===== src/rtl/quad_dac_pkg.sv =====
package quad_dac_pkg;
    parameter int CODE_W      = 16;
    parameter int NUM_CH      = 4;
    parameter int FRAME_W     = 24;
    parameter int ADDR_W      = 2;
    parameter int BCAST_BIT   = 21;
    parameter int SYNC_STAGES = 2;

    // lane numbering of the synchroniser front end
    localparam int LN_SCK = 0;
    localparam int LN_SEL = 1;
    localparam int LN_DIN = 2;
    localparam int LN_LDN = 3;
    localparam int LN_XFR = 4;
    localparam int LN_CLR = 5;
    localparam int LN_MID = 6;
    localparam int NUM_LANES = 7;

    // idle levels: clocks and select high, load_n high, the rest low
    localparam logic [NUM_LANES-1:0] LANE_IDLE = 7'b000_1011;
endpackage


===== src/rtl/qd_front.sv =====
module qd_front #(
    parameter int NB     = quad_dac_pkg::NUM_LANES,
    parameter int STAGES = quad_dac_pkg::SYNC_STAGES,
    parameter logic [NB-1:0] IDLE = quad_dac_pkg::LANE_IDLE
) (
    input  logic          clk,
    input  logic          rst_n,
    input  logic [NB-1:0] raw,
    output logic [NB-1:0] lvl,
    output logic [NB-1:0] rise
);
    typedef struct packed {
        logic [STAGES-1:0][NB-1:0] pipe;
        logic [NB-1:0]             prev;
    } front_t;

    front_t st_d, st_q;

    always_comb begin
        st_d = st_q;
        st_d.pipe[0] = raw;
        for (int s = 1; s < STAGES; s++) begin
            st_d.pipe[s] = st_q.pipe[s-1];
        end
        st_d.prev = st_q.pipe[STAGES-1];
    end

    always_ff @(posedge clk) begin
        if (!rst_n) begin
            for (int s = 0; s < STAGES; s++) st_q.pipe[s] <= IDLE;
            st_q.prev <= IDLE;
        end else begin
            st_q <= st_d;
        end
    end

    assign lvl  = st_q.pipe[STAGES-1];
    assign rise = st_q.pipe[STAGES-1] & ~st_q.prev;
endmodule


===== src/rtl/qd_shifter.sv =====
module qd_shifter #(
    parameter int FRAME_W = quad_dac_pkg::FRAME_W
) (
    input  logic               clk,
    input  logic               rst_n,
    input  logic               sel_lvl,
    input  logic               sck_lvl,
    input  logic               din_lvl,
    output logic [FRAME_W-1:0] frame,
    output logic               dout
);
    typedef struct packed {
        logic [FRAME_W-1:0] sr;
        logic               prev_or;
    } shf_t;

    shf_t st_d, st_q;
    logic shclk;
    logic step;

    assign shclk = sel_lvl | sck_lvl;
    assign step  = shclk & ~st_q.prev_or;

    always_comb begin
        st_d = st_q;
        st_d.prev_or = shclk;
        if (step) begin
            st_d.sr = {st_q.sr[FRAME_W-2:0], din_lvl};
        end
    end

    always_ff @(posedge clk) begin
        if (!rst_n) begin
            st_q.sr      <= '0;
            st_q.prev_or <= 1'b1;
        end else begin
            st_q <= st_d;
        end
    end

    assign frame = st_q.sr;
    assign dout  = st_q.sr[FRAME_W-1];

    // a shift edge moves the top-but-one stage into the top
    p_shift_move_r1: assert property (@(posedge clk) disable iff (!rst_n)
        (shclk && !st_q.prev_or) |=> dout == $past(st_q.sr[FRAME_W-2]));
    // no shift edge, no change of the frame
    p_frame_hold_r8: assert property (@(posedge clk) disable iff (!rst_n)
        !(shclk && !st_q.prev_or) |=> $stable(frame));
endmodule


===== src/rtl/qd_chan_bank.sv =====
module qd_chan_bank #(
    parameter int CODE_W    = quad_dac_pkg::CODE_W,
    parameter int NUM_CH    = quad_dac_pkg::NUM_CH,
    parameter int FRAME_W   = quad_dac_pkg::FRAME_W,
    parameter int ADDR_W    = quad_dac_pkg::ADDR_W,
    parameter int BCAST_BIT = quad_dac_pkg::BCAST_BIT
) (
    input  logic                     clk,
    input  logic                     rst_n,
    input  logic                     por_mid,
    input  logic [FRAME_W-1:0]       frame,
    input  logic                     load_en,
    input  logic                     xfer_go,
    input  logic                     clr_go,
    input  logic                     clr_mid,
    output logic [NUM_CH*CODE_W-1:0] codes
);
    localparam logic [CODE_W-1:0] MID_CODE = CODE_W'(1) << (CODE_W - 1);

    typedef struct packed {
        logic [NUM_CH-1:0][CODE_W-1:0] stage;
        logic [NUM_CH-1:0][CODE_W-1:0] dac;
    } bank_t;

    bank_t st_d, st_q;
    logic [NUM_CH-1:0] hit;
    logic [CODE_W-1:0] clr_val;
    logic [CODE_W-1:0] por_val;

    assign clr_val = clr_mid ? MID_CODE : '0;
    assign por_val = por_mid ? MID_CODE : '0;

    for (genvar c = 0; c < NUM_CH; c++) begin : g_ch
        assign hit[c] = frame[BCAST_BIT] |
                        (frame[FRAME_W-1 -: ADDR_W] == ADDR_W'(c));
        assign codes[c*CODE_W +: CODE_W] = st_q.dac[c];

        // a clear puts both registers of the channel at the chosen code
        p_clr_code_r7: assert property (@(posedge clk) disable iff (!rst_n)
            clr_go |=> (st_q.stage[c] == $past(clr_val)) &&
                       (st_q.dac[c] == $past(clr_val)));
        // broadcast load reaches every channel
        p_bcast_r4: assert property (@(posedge clk) disable iff (!rst_n)
            (load_en && frame[BCAST_BIT] && !clr_go) |=>
                st_q.stage[c] == $past(frame[CODE_W-1:0]));
        // transfer copies staging into output
        p_xfer_r5: assert property (@(posedge clk) disable iff (!rst_n)
            (xfer_go && !clr_go) |=> st_q.dac[c] == $past(st_q.stage[c]));
        // without transfer or clear the output holds
        p_dac_hold_r5: assert property (@(posedge clk) disable iff (!rst_n)
            (!xfer_go && !clr_go) |=> $stable(st_q.dac[c]));
    end

    always_comb begin
        st_d = st_q;
        if (clr_go) begin
            for (int c = 0; c < NUM_CH; c++) begin
                st_d.stage[c] = clr_val;
                st_d.dac[c]   = clr_val;
            end
        end else begin
            if (load_en) begin
                for (int c = 0; c < NUM_CH; c++) begin
                    if (hit[c]) st_d.stage[c] = frame[CODE_W-1:0];
                end
            end
            if (xfer_go) begin
                st_d.dac = st_q.stage;
            end
        end
    end

    always_ff @(posedge clk) begin
        if (!rst_n) begin
            for (int c = 0; c < NUM_CH; c++) begin
                st_q.stage[c] <= por_val;
                st_q.dac[c]   <= por_val;
            end
        end else begin
            st_q <= st_d;
        end
    end
endmodule


===== src/rtl/quad_dac_ctrl.sv =====
module quad_dac_ctrl #(
    parameter int CODE_W  = quad_dac_pkg::CODE_W,
    parameter int NUM_CH  = quad_dac_pkg::NUM_CH,
    parameter int FRAME_W = quad_dac_pkg::FRAME_W
) (
    input  logic                     clk,
    input  logic                     rst_n,
    input  logic                     ser_sel,
    input  logic                     ser_clk,
    input  logic                     ser_din,
    input  logic                     load_n,
    input  logic                     xfer,
    input  logic                     clr,
    input  logic                     clr_mid,
    output logic                     ser_dout,
    output logic [NUM_CH*CODE_W-1:0] dac_code
);
    import quad_dac_pkg::*;

    logic [NUM_LANES-1:0] raw, lvl, rise;
    logic [FRAME_W-1:0]   frame;
    logic                 load_en, xfer_go, clr_go;

    always_comb begin
        raw         = '0;
        raw[LN_SCK] = ser_clk;
        raw[LN_SEL] = ser_sel;
        raw[LN_DIN] = ser_din;
        raw[LN_LDN] = load_n;
        raw[LN_XFR] = xfer;
        raw[LN_CLR] = clr;
        raw[LN_MID] = clr_mid;
    end

    qd_front #(.NB(NUM_LANES), .STAGES(SYNC_STAGES), .IDLE(LANE_IDLE)) front_i (
        .clk(clk), .rst_n(rst_n), .raw(raw), .lvl(lvl), .rise(rise));

    qd_shifter #(.FRAME_W(FRAME_W)) shf_i (
        .clk(clk), .rst_n(rst_n),
        .sel_lvl(lvl[LN_SEL]), .sck_lvl(lvl[LN_SCK]), .din_lvl(lvl[LN_DIN]),
        .frame(frame), .dout(ser_dout));

    assign load_en = ~lvl[LN_LDN] & lvl[LN_SEL];
    assign xfer_go = rise[LN_XFR] & lvl[LN_LDN];
    assign clr_go  = rise[LN_CLR];

    qd_chan_bank #(.CODE_W(CODE_W), .NUM_CH(NUM_CH), .FRAME_W(FRAME_W),
                   .ADDR_W(ADDR_W), .BCAST_BIT(BCAST_BIT)) bank_i (
        .clk(clk), .rst_n(rst_n), .por_mid(clr_mid), .frame(frame),
        .load_en(load_en), .xfer_go(xfer_go), .clr_go(clr_go),
        .clr_mid(lvl[LN_MID]), .codes(dac_code));

    // a transfer edge seen while load is low never moves the outputs
    p_xfer_blocked_r6: assert property (@(posedge clk) disable iff (!rst_n)
        (rise[LN_XFR] && !lvl[LN_LDN] && !clr_go) |=> $stable(dac_code));
endmodule


===== config.mk =====
export PLATFORM = sky130hd
export DESIGN_NAME = quad_dac_ctrl
export DESIGN_NICKNAME = d
export VERILOG_FILES = /design/src/rtl/quad_dac_pkg.sv /design/src/rtl/qd_front.sv /design/src/rtl/qd_shifter.sv /design/src/rtl/qd_chan_bank.sv /design/src/rtl/quad_dac_ctrl.sv
export SDC_FILE = /design/constraint.sdc
export NUM_CORES = 1
export LEC_CHECK = 0
export BUFFER_PORTS_ARGS = -buffer_cell sky130_fd_sc_hd__buf_4
export CAP_MARGIN = 5
export CORE_ASPECT_RATIO = 0.9
export CORE_MARGIN = 2
export CORE_UTILIZATION = 50
export CTS_CLUSTER_DIAMETER = 40
export DETAILED_ROUTE_END_ITERATION = 8
export PLACE_DENSITY = 0.78
export SLEW_MARGIN = 10
export SYNTH_ARGS = -nofsm -noshare
export SYNTH_HDL_FRONTEND = slang
export SYNTH_SLANG_ARGS = --single-unit

===== constraint.sdc =====
create_clock -name clk -period 8 [get_ports clk]
set_clock_uncertainty 0.05 [all_clocks]
set_input_delay 0 -clock clk [delete_from_list [all_inputs] [get_ports clk]]
set_output_delay 0 -clock clk [all_outputs]
set_load 0.02 [all_outputs]

==> summary by stage, run 1 <==
Status
The run finished with clean final reports.

Timing
Headroom to the max-slew limit came out at a little under two fifths. Setup violations remaining at the end of the flow were counted as 0. The number of failing hold endpoints at the final stage is 0. After layout, the worst setup slack is 5620 ps. The number of max-slew violations in the final report is 0. The tightest hold path in the finished design has a slack of 259 ps.

In the finished design, the share of the clock period the worst path needs comes to between 20 and 30%. At the pin with the least slew margin, the transition time is 935 ps. Setup repair after global routing left no endpoint under its margin. Based on the critical path, the design can be clocked at up to 420 MHz.

The minimum clock period after layout is 2380 ps. The sum of negative setup slack is 0 ps.

Global route
The number of global-route vias before repair is 3201. The initial antenna violation count is 0. The wire length of the first global-routing pass is 16000 µm. Across every metal layer, demand over resource in global routing totals between 10% and 20%. The maximum number of pins on one net before global-route repair is 83. The total congestion overflow after global routing is 0.

Detailed routing
The antenna violation net count after detailed routing is 0. After detailed routing, the number of vias per cell comes to 5.00. The number of iterations in the first detailed-routing pass is 4. After the first detailed-routing iteration, the DRC count stood at 256. The final routed wire length divided by cell count is 15.3 µm. The total length of routed wires is 9750 µm. The residual DRC count is 0. The total number of vias is 3193.

Layout
The area taken by multi-input logic gates is 1220 µm². Once layout is complete, the utilization of the core stands at ~58%. With fillers left out, the area of the finished cells amounts to 7340 µm². The filler cell count is 954. The total area of sequential cells is 4660 µm².

The number of nets in the finished design is 471. Relative to the synthesized area, the layout overhead comes to 12.0%. Cells with a size suffix above 1 make up between 30% and 40% of the layout.

The repair_antennas step left the layout with diodes totalling 0.

Yosys
The number of unique standard cell types used by synthesis is 23. For this run, asynchronously set or reset flops after synthesis account for 0%. Synthesis produced a netlist with a net count of ~460. The number of warnings issued by yosys is 0. In this run the cell area of the synthesized design comes to 6560 µm². The synthesized flop and latch total is approximately 170. For this run, the leading register cell type out of synthesis is sky130_fd_sc_hd__edfxtp_1. A synthesized cell averages around 15 µm². The cell count after synthesis came out at 452. The number of enable flip-flop cells after synthesis is 128. The proportion of synthesized chip area in sequential cells is 71.1%.

Clock network
The H-tree depth is 4. The root buffer cell is sky130_fd_sc_hd__clkbuf_16. The number of setup buffers added after CTS is 0. For the worst-skew pair, the clock arrives at the later sink with an insertion delay of 420 ps. Clock tree synthesis found a total of 169 sinks. Clock-pin slew was measured on the worst setup and hold paths at 60 ps. After clock tree synthesis, the flow added hold-fix buffers numbering 8. After clock tree synthesis, the repair step resized 0 gates. TritonCTS built the clock tree. Counting the buffers created by CTS gives 17.

The longest clock path from root to sink contains 2 buffers.

Floorplan
The effective utilization at floorplan is 51.5%. The total die area is 14000 µm². The width of the chip is 125 µm. The core area is around 13000 µm².

During I/O placement, the number of pins put on the boundary was 74. The height of the chip is 113 µm. In this run the core area contains 39 standard-cell rows.

Critical path
The worst register-to-register path begins at front_i.st_q[5]. The most critical setup path has its endpoint at bank_i.codes[11]. The kind of start point of the critical path is a flip-flop. The worst setup path is captured at a flip-flop.

Of all nets on the critical path, the largest fanout is 77. The arrival time of the worst setup path is 2380 ps. Counting cells, the worst reg-to-reg path comes to 4. The critical path starts at front_i.st_q[5]. The worst register-to-register path has a setup slack of 5620 ps. The worst register-to-register path ends at bank_i.codes[11].

By startpoint and endpoint, the worst setup path is classified as flip-flop to flip-flop. The required time at the endpoint of the critical path is approximately 8000 ps.

Place
The standard cell area after detailed placement is 6680 µm². The final HPWL from detailed placement is 5850 µm. Buffers placed on the I/O ports in this run total 73. The last weighted congestion value of the routability-driven placer is 0.732.

OpenSTA, run right after detailed placement, puts the worst setup slack at roughly 5600 ps.

Power and ir drop
The power density of the placed cells is 263 nW/µm². VDD sags by at most 0.000143 V. In this run the static leakage power is 2.98 nW.

Min path
The worst min-delay path category is input pin to flip-flop.

Flow run
The tool flagged a number of max-cap violations equal to 0.
through the flow:
step | instances | power (mW)
after floorplan | 452 | 1.14
after global placement | 599 | 1.15
after detailed placement | 599 | 1.16
after CTS | 639 | 1.95
after global routing | 639 | 2.00
final | 639 | 1.93
layer usage:
| metal | routed length, µm | GRT usage, % | part of all wire [%] |
|---|---|---|---|
| met2 | 4850 | 24.0 | 50 |
| met1 | 4180 | 18.5 | 43 |
| met3 | 647 | 5.96 | 6.6 |
| met5 | 0 | 0 | 0 |
| met4 | 73 | 5.69 | 0.75 |
layout make-up:
| cell class | instances | area share, % |
|---|---|---|
| Clock buffer | 19 | 6.03 |
| Clock inverter | 13 | 1.96 |
| Inverter | 3 | 0.153 |
| Multi-Input combinational cell | 186 | 16.6 |
| Sequential cell | 169 | 63.5 |
| Tap cell | 164 | 2.79 |
| Timing Repair Buffer | 85 | 8.96 |
worst max-delay path, stage by stage (launching register included):
cell                       delay (ps)
sky130_fd_sc_hd__dfxtp_1          300
sky130_fd_sc_hd__nand2b_4         420
sky130_fd_sc_hd__and2_1           460
sky130_fd_sc_hd__o21ai_4          100
sky130_fd_sc_hd__buf_4            600
logic make-up (layout without fill, tap and decap cells):
| kind of cell | count (synthesis) | count (layout) | share of synthesized area (%) |
|---|---|---|---|
| flops | 169 | 169 | 71.1 |
| simple gates | 146 | 146 | 13.7 |
| buf+inv | 97 | 120 | 10.6 |
| compound gates | 40 | 40 | 4.48 |
sequential cells by signal (all words and copies together) (netlist names):
signal / count
bank_i.codes: 64
front_i.lvl: 7
shf_i.st_q: 1
shf_i.frame: 24
front_i.st_d: 7
bank_i.st_q: 64
front_i.st_q: 2
synth_stat cells, types with 4 or more instances:
| library cell | n | area (µm²) |
|---|---|---|
| sky130_fd_sc_hd__o21ai_1 | 13 | 65.1 |
| sky130_fd_sc_hd__o21ai_2 | 16 | 140 |
| sky130_fd_sc_hd__buf_2 | 14 | 70.1 |
| sky130_fd_sc_hd__and2_1 | 11 | 68.8 |
| sky130_fd_sc_hd__a21o_1 | 5 | 37.5 |
| sky130_fd_sc_hd__and3_1 | 75 | 469 |
| sky130_fd_sc_hd__clkbuf_1 | 6 | 22.5 |
| sky130_fd_sc_hd__buf_4 | 68 | 510 |
| sky130_fd_sc_hd__nand3_1 | 8 | 40.0 |
| sky130_fd_sc_hd__dfxtp_1 | 41 | 821 |
| sky130_fd_sc_hd__nand2b_1 | 7 | 43.8 |
| sky130_fd_sc_hd__nand3_2 | 16 | 160 |
| sky130_fd_sc_hd__a21oi_1 | 4 | 20.0 |
| sky130_fd_sc_hd__edfxtp_1 | 128 | 3840 |
| sky130_fd_sc_hd__nand2_1 | 27 | 101 |
cell usage in the layout, fill, tap and decap left out, types with 9 or more instances in the layout:
master	count
sky130_fd_sc_hd__edfxtp_1	128
sky130_fd_sc_hd__buf_4	77
sky130_fd_sc_hd__and3_1	75
sky130_fd_sc_hd__dfxtp_1	41
sky130_fd_sc_hd__nand2_1	27
sky130_fd_sc_hd__o21ai_2	19
sky130_fd_sc_hd__clkbuf_16	17
sky130_fd_sc_hd__nand3_2	16
sky130_fd_sc_hd__and2_1	11
sky130_fd_sc_hd__o21ai_1	9
worst min path at each step:
| stage | from | end | slack (ps) | cells after the start |
|---|---|---|---|---|
| after CTS | ser_sel | front_i.st_d[15] | 240 | 3 |
| after detailed placement | ser_sel | front_i.st_d[15] | 140 | 2 |
| after global routing | ser_sel | front_i.st_d[15] | 260 | 3 |
| after floorplan | ser_clk | front_i.st_d[14] | 50 | 1 |
| after global placement | ser_clk | front_i.st_d[14] | 140 | 2 |
| final | ser_sel | front_i.st_d[15] | 260 | 3 |
power by group:
part           switching, mW  internal [mW]
clock network          0.326          0.470
registers             0.0139          0.995
logic                 0.0808         0.0485
total                  0.420           1.51
No activity file was read; power rests on OpenSTA's default activity.
==> run 2, diff against run 1 <==
- clock period: 8 -> 2.4 ns (I/O delays scaled with it)
==> summary by stage, run 2 (same netlist as run 1, synthesis figures left out) <==
Min path
The hold path depth was 3 (unchanged). The worst min-delay path category is input pin to flip-flop.

Layout
The fraction of final layout cells with drive strength greater than 1 is 31.3% (+0.51 points). The most common library cell in the layout ignoring fill and taps is sky130_fd_sc_hd__edfxtp_1. In the layout the commonest cells are sky130_fd_sc_hd__edfxtp_1, sky130_fd_sc_hd__buf_4, sky130_fd_sc_hd__and3_1. The number of nets in the finished design is 476 (+1.1%). The diode insertion count for antenna repair came to 0 (unchanged). The area of all placed cells without fillers was 7340 µm² (unchanged). The filler cell count is 972 (+1.9%). The area growth from synthesis to layout is 12.0% (unchanged).

Floorplan
The effective utilization at floorplan is 51.5% (unchanged). The count of boundary I/O pins is 74 (unchanged). The total die area was 14000 µm² (unchanged).

The core area was 12700 µm² (unchanged). The height of the chip is 113 µm (unchanged). The total number of placement rows is 39 (unchanged). The width of the chip is 125 µm (unchanged).

Timing
Setup repair after global routing left no endpoint under its margin. The tightest slew margin relative to the limit came to 40.8% (+3.1 points). The count of final setup violators is 0 (unchanged). The worst-case setup margin in the final layout was 492 ps (-5130 ps).

Timing would allow up to 524 MHz. The transition time of the tightest slew-check pin is 885 ps (-50.2 ps). The final critical-path share of the clock period is between 70% and 80%. The minimum clock period after layout is approximately 1900 ps.

The sum of negative setup slack is 0 ps (unchanged). The number of max-slew violations in the final report is 0 (unchanged). The final-layout worst hold slack is 258 ps (-1.02 ps).

The number of failing hold endpoints at the final stage came to 0 (unchanged).

Power and ir drop
The internal portion of total power is 4.83 mW (+220%). The worst ir drop on vdd is 0.000518 V (+260%). The share of total power consumed by net switching came to 22.7% (+0.92 points). The net switching power is 1.41 mW (+240%). The combinational cell fraction of total power is 7.1% (+0.4 points). The leakage power came to 3.00 nW (+0.51%).

The share of power burned in the clock network came to 39.1% (-2.1 points). The power density of the placed cells was 850 nW/µm² (+220%). The power share of the sequential group is 53.8% (+1.6 points). The power after layout is 6.24 mW (+220%).

Flow run
The max-capacitance violation count was 0 (unchanged).

Critical path
The depth of the worst register-to-register path is 3 (-1). The slowest stage of the critical path is the sky130_fd_sc_hd__dlygate4sd3_1 cell. The required time at the endpoint of the critical path is 2510 ps (-5490 ps). The largest fanout on the critical path is 51 (-34%). The critical path in this run is classified as input pin to flip-flop. The kind of start point of the critical path is an input pin. The stage delay of the slowest cell on the critical path came to 530 ps (-70 ps). The critical path endpoint category is a flip-flop.

Traced cell by cell, the critical path runs through dlygate4sd3_1 -> buf_4 -> and2_1 -> o21ai_4 -> buf_12. The arrival time of the worst setup path is 2020 ps (-360 ps).

Place
The standard cell area after detailed placement was 6720 µm² (+0.69%). The setup slack at placement came to 605 ps (-5030 ps). The number of buffer cells added on primary ports was 73 (unchanged). The final HPWL from detailed placement is 6040 µm (+3.2%). The last weighted congestion value of the routability-driven placer is 0.722 (-1.4%).

Clock network
The CTS clock-pin slew for the worst setup and hold paths is 60 ps (about the same). The total clock buffers created by CTS is 17 (unchanged). The number of setup buffers added after CTS is 0 (unchanged). The cell sitting at the root of the clock tree is a sky130_fd_sc_hd__clkbuf_16.

The TritonCTS clock tree is yes. The maximum clock insertion buffer count is 2 (unchanged). The total clock sinks is 169 (unchanged).

The H-tree depth came to 4 (unchanged). The later-pin clock latency in the skew report came to 420 ps (about the same).

Global route
The maximum number of pins on one net before global-route repair is 77 (-7.2%). The initial antenna violation count is 0 (unchanged). The routing usage on met3 came to 5.96% (unchanged). The global routing met2 resource utilization is 23.2% (-0.77 points). The number of global-route vias before repair came to 3146 (-1.7%).

The overall track demand over capacity in global routing came to 14.6% (-0.39 points). In this run the most used layer during global routing was met2. The met1 demand-to-capacity share in global routing is 18.4% (-0.096 points). The wire length of the first global-routing pass is 15800 µm (-1.6%). The total congestion overflow after global routing is 0 (unchanged).

Detailed routing
The total number of vias is 3219 (+0.81%). The residual DRC count is 0 (unchanged). The average vias per placed instance is 5.00 (about the same). The iteration-0 DRC count of the detailed router is 257 (+0.39%). The total length of routed wires is 9580 µm (-1.7%).

The number of iterations in the first detailed-routing pass is 5 (+1). The final routed wire length divided by cell count is 14.9 µm (-2.5%). The antenna violation net count after detailed routing is 0 (unchanged).

Status
The run finished with clean final reports.
-- run 2: cell types whose count changed in the layout (fill, tap and decap cells not counted) --
cell	change
sky130_fd_sc_hd__bufinv_16	-2
sky130_fd_sc_hd__buf_12	+1
sky130_fd_sc_hd__clkinv_2	+1
sky130_fd_sc_hd__clkinvlp_4	-2
sky130_fd_sc_hd__clkinv_1	+1
sky130_fd_sc_hd__o21ai_1	+1
sky130_fd_sc_hd__o21ai_2	-1
sky130_fd_sc_hd__clkbuf_8	-1
sky130_fd_sc_hd__clkbuf_1	-1
sky130_fd_sc_hd__inv_8	+1
sky130_fd_sc_hd__inv_6	+3
sky130_fd_sc_hd__buf_4	+4
-- run 2: final timing paths --
kind                                          to  slack, ps              from
worst min-delay path            front_i.st_d[17]        260            load_n
worst max register to register  bank_i.codes[12]        600    front_i.lvl[3]
worst min register to register    front_i.lvl[0]        360  front_i.st_d[14]
worst max-delay path            bank_i.codes[12]        490             rst_n
-- run 2: worst max-delay path: cells and delay by family --
kind / cells / cell delay, ps
compound gates: 1 / 340
buf+inv: 3 / 1180
simple gates: 1 / 460
-- run 2: metrics by stage --
stage / utilization (%) / std cells
3_5_place_dp: 52.8 / 604
2_1_floorplan: - / 452
6_report: 57.7 / 644
4_1_cts: 57.7 / 644
5_1_grt: 57.7 / 644
3_3_place_gp: 52.8 / 604
-- run 2: routing by layer --
layer,wire [µm],up-vias,part of all wire (%)
met4,84,0,0.88
li1,-,1591,-
met3,599,9,6.3
met1,4150,1525,43
met5,0,-,0
met2,4740,94,50
-- run 2: cell type report --
class / count / area, µm² / share of cell area (%)
clock buffers: 17 / 425 / 5.79
clock inverters: 15 / 115 / 1.57
inverters: 3 / 11.3 / 0.153
multi-input cells: 186 / 1210 / 16.5
flip-flops and latches: 169 / 4660 / 63.5
well taps: 164 / 205 / 2.79
repair buffers: 90 / 708 / 9.64
-- run 2: repair_timing --
| item | in CTS | in global routing |
|---|---|---|
| resized for setup | 0 | 0 |
| hold endpoints to repair | 11 | 0 |
| hold buffers | 8 | 0 |
-- run 2: power by group through the flow --
stage	sequential, mW	combinational (mW)	clock (mW)
2_1_floorplan	3.41	0.378	0
3_3_place_gp	3.42	0.430	0
3_5_place_dp	3.42	0.437	0
4_1_cts	3.36	0.448	2.49
5_1_grt	3.37	0.475	2.61
6_report	3.36	0.443	2.44
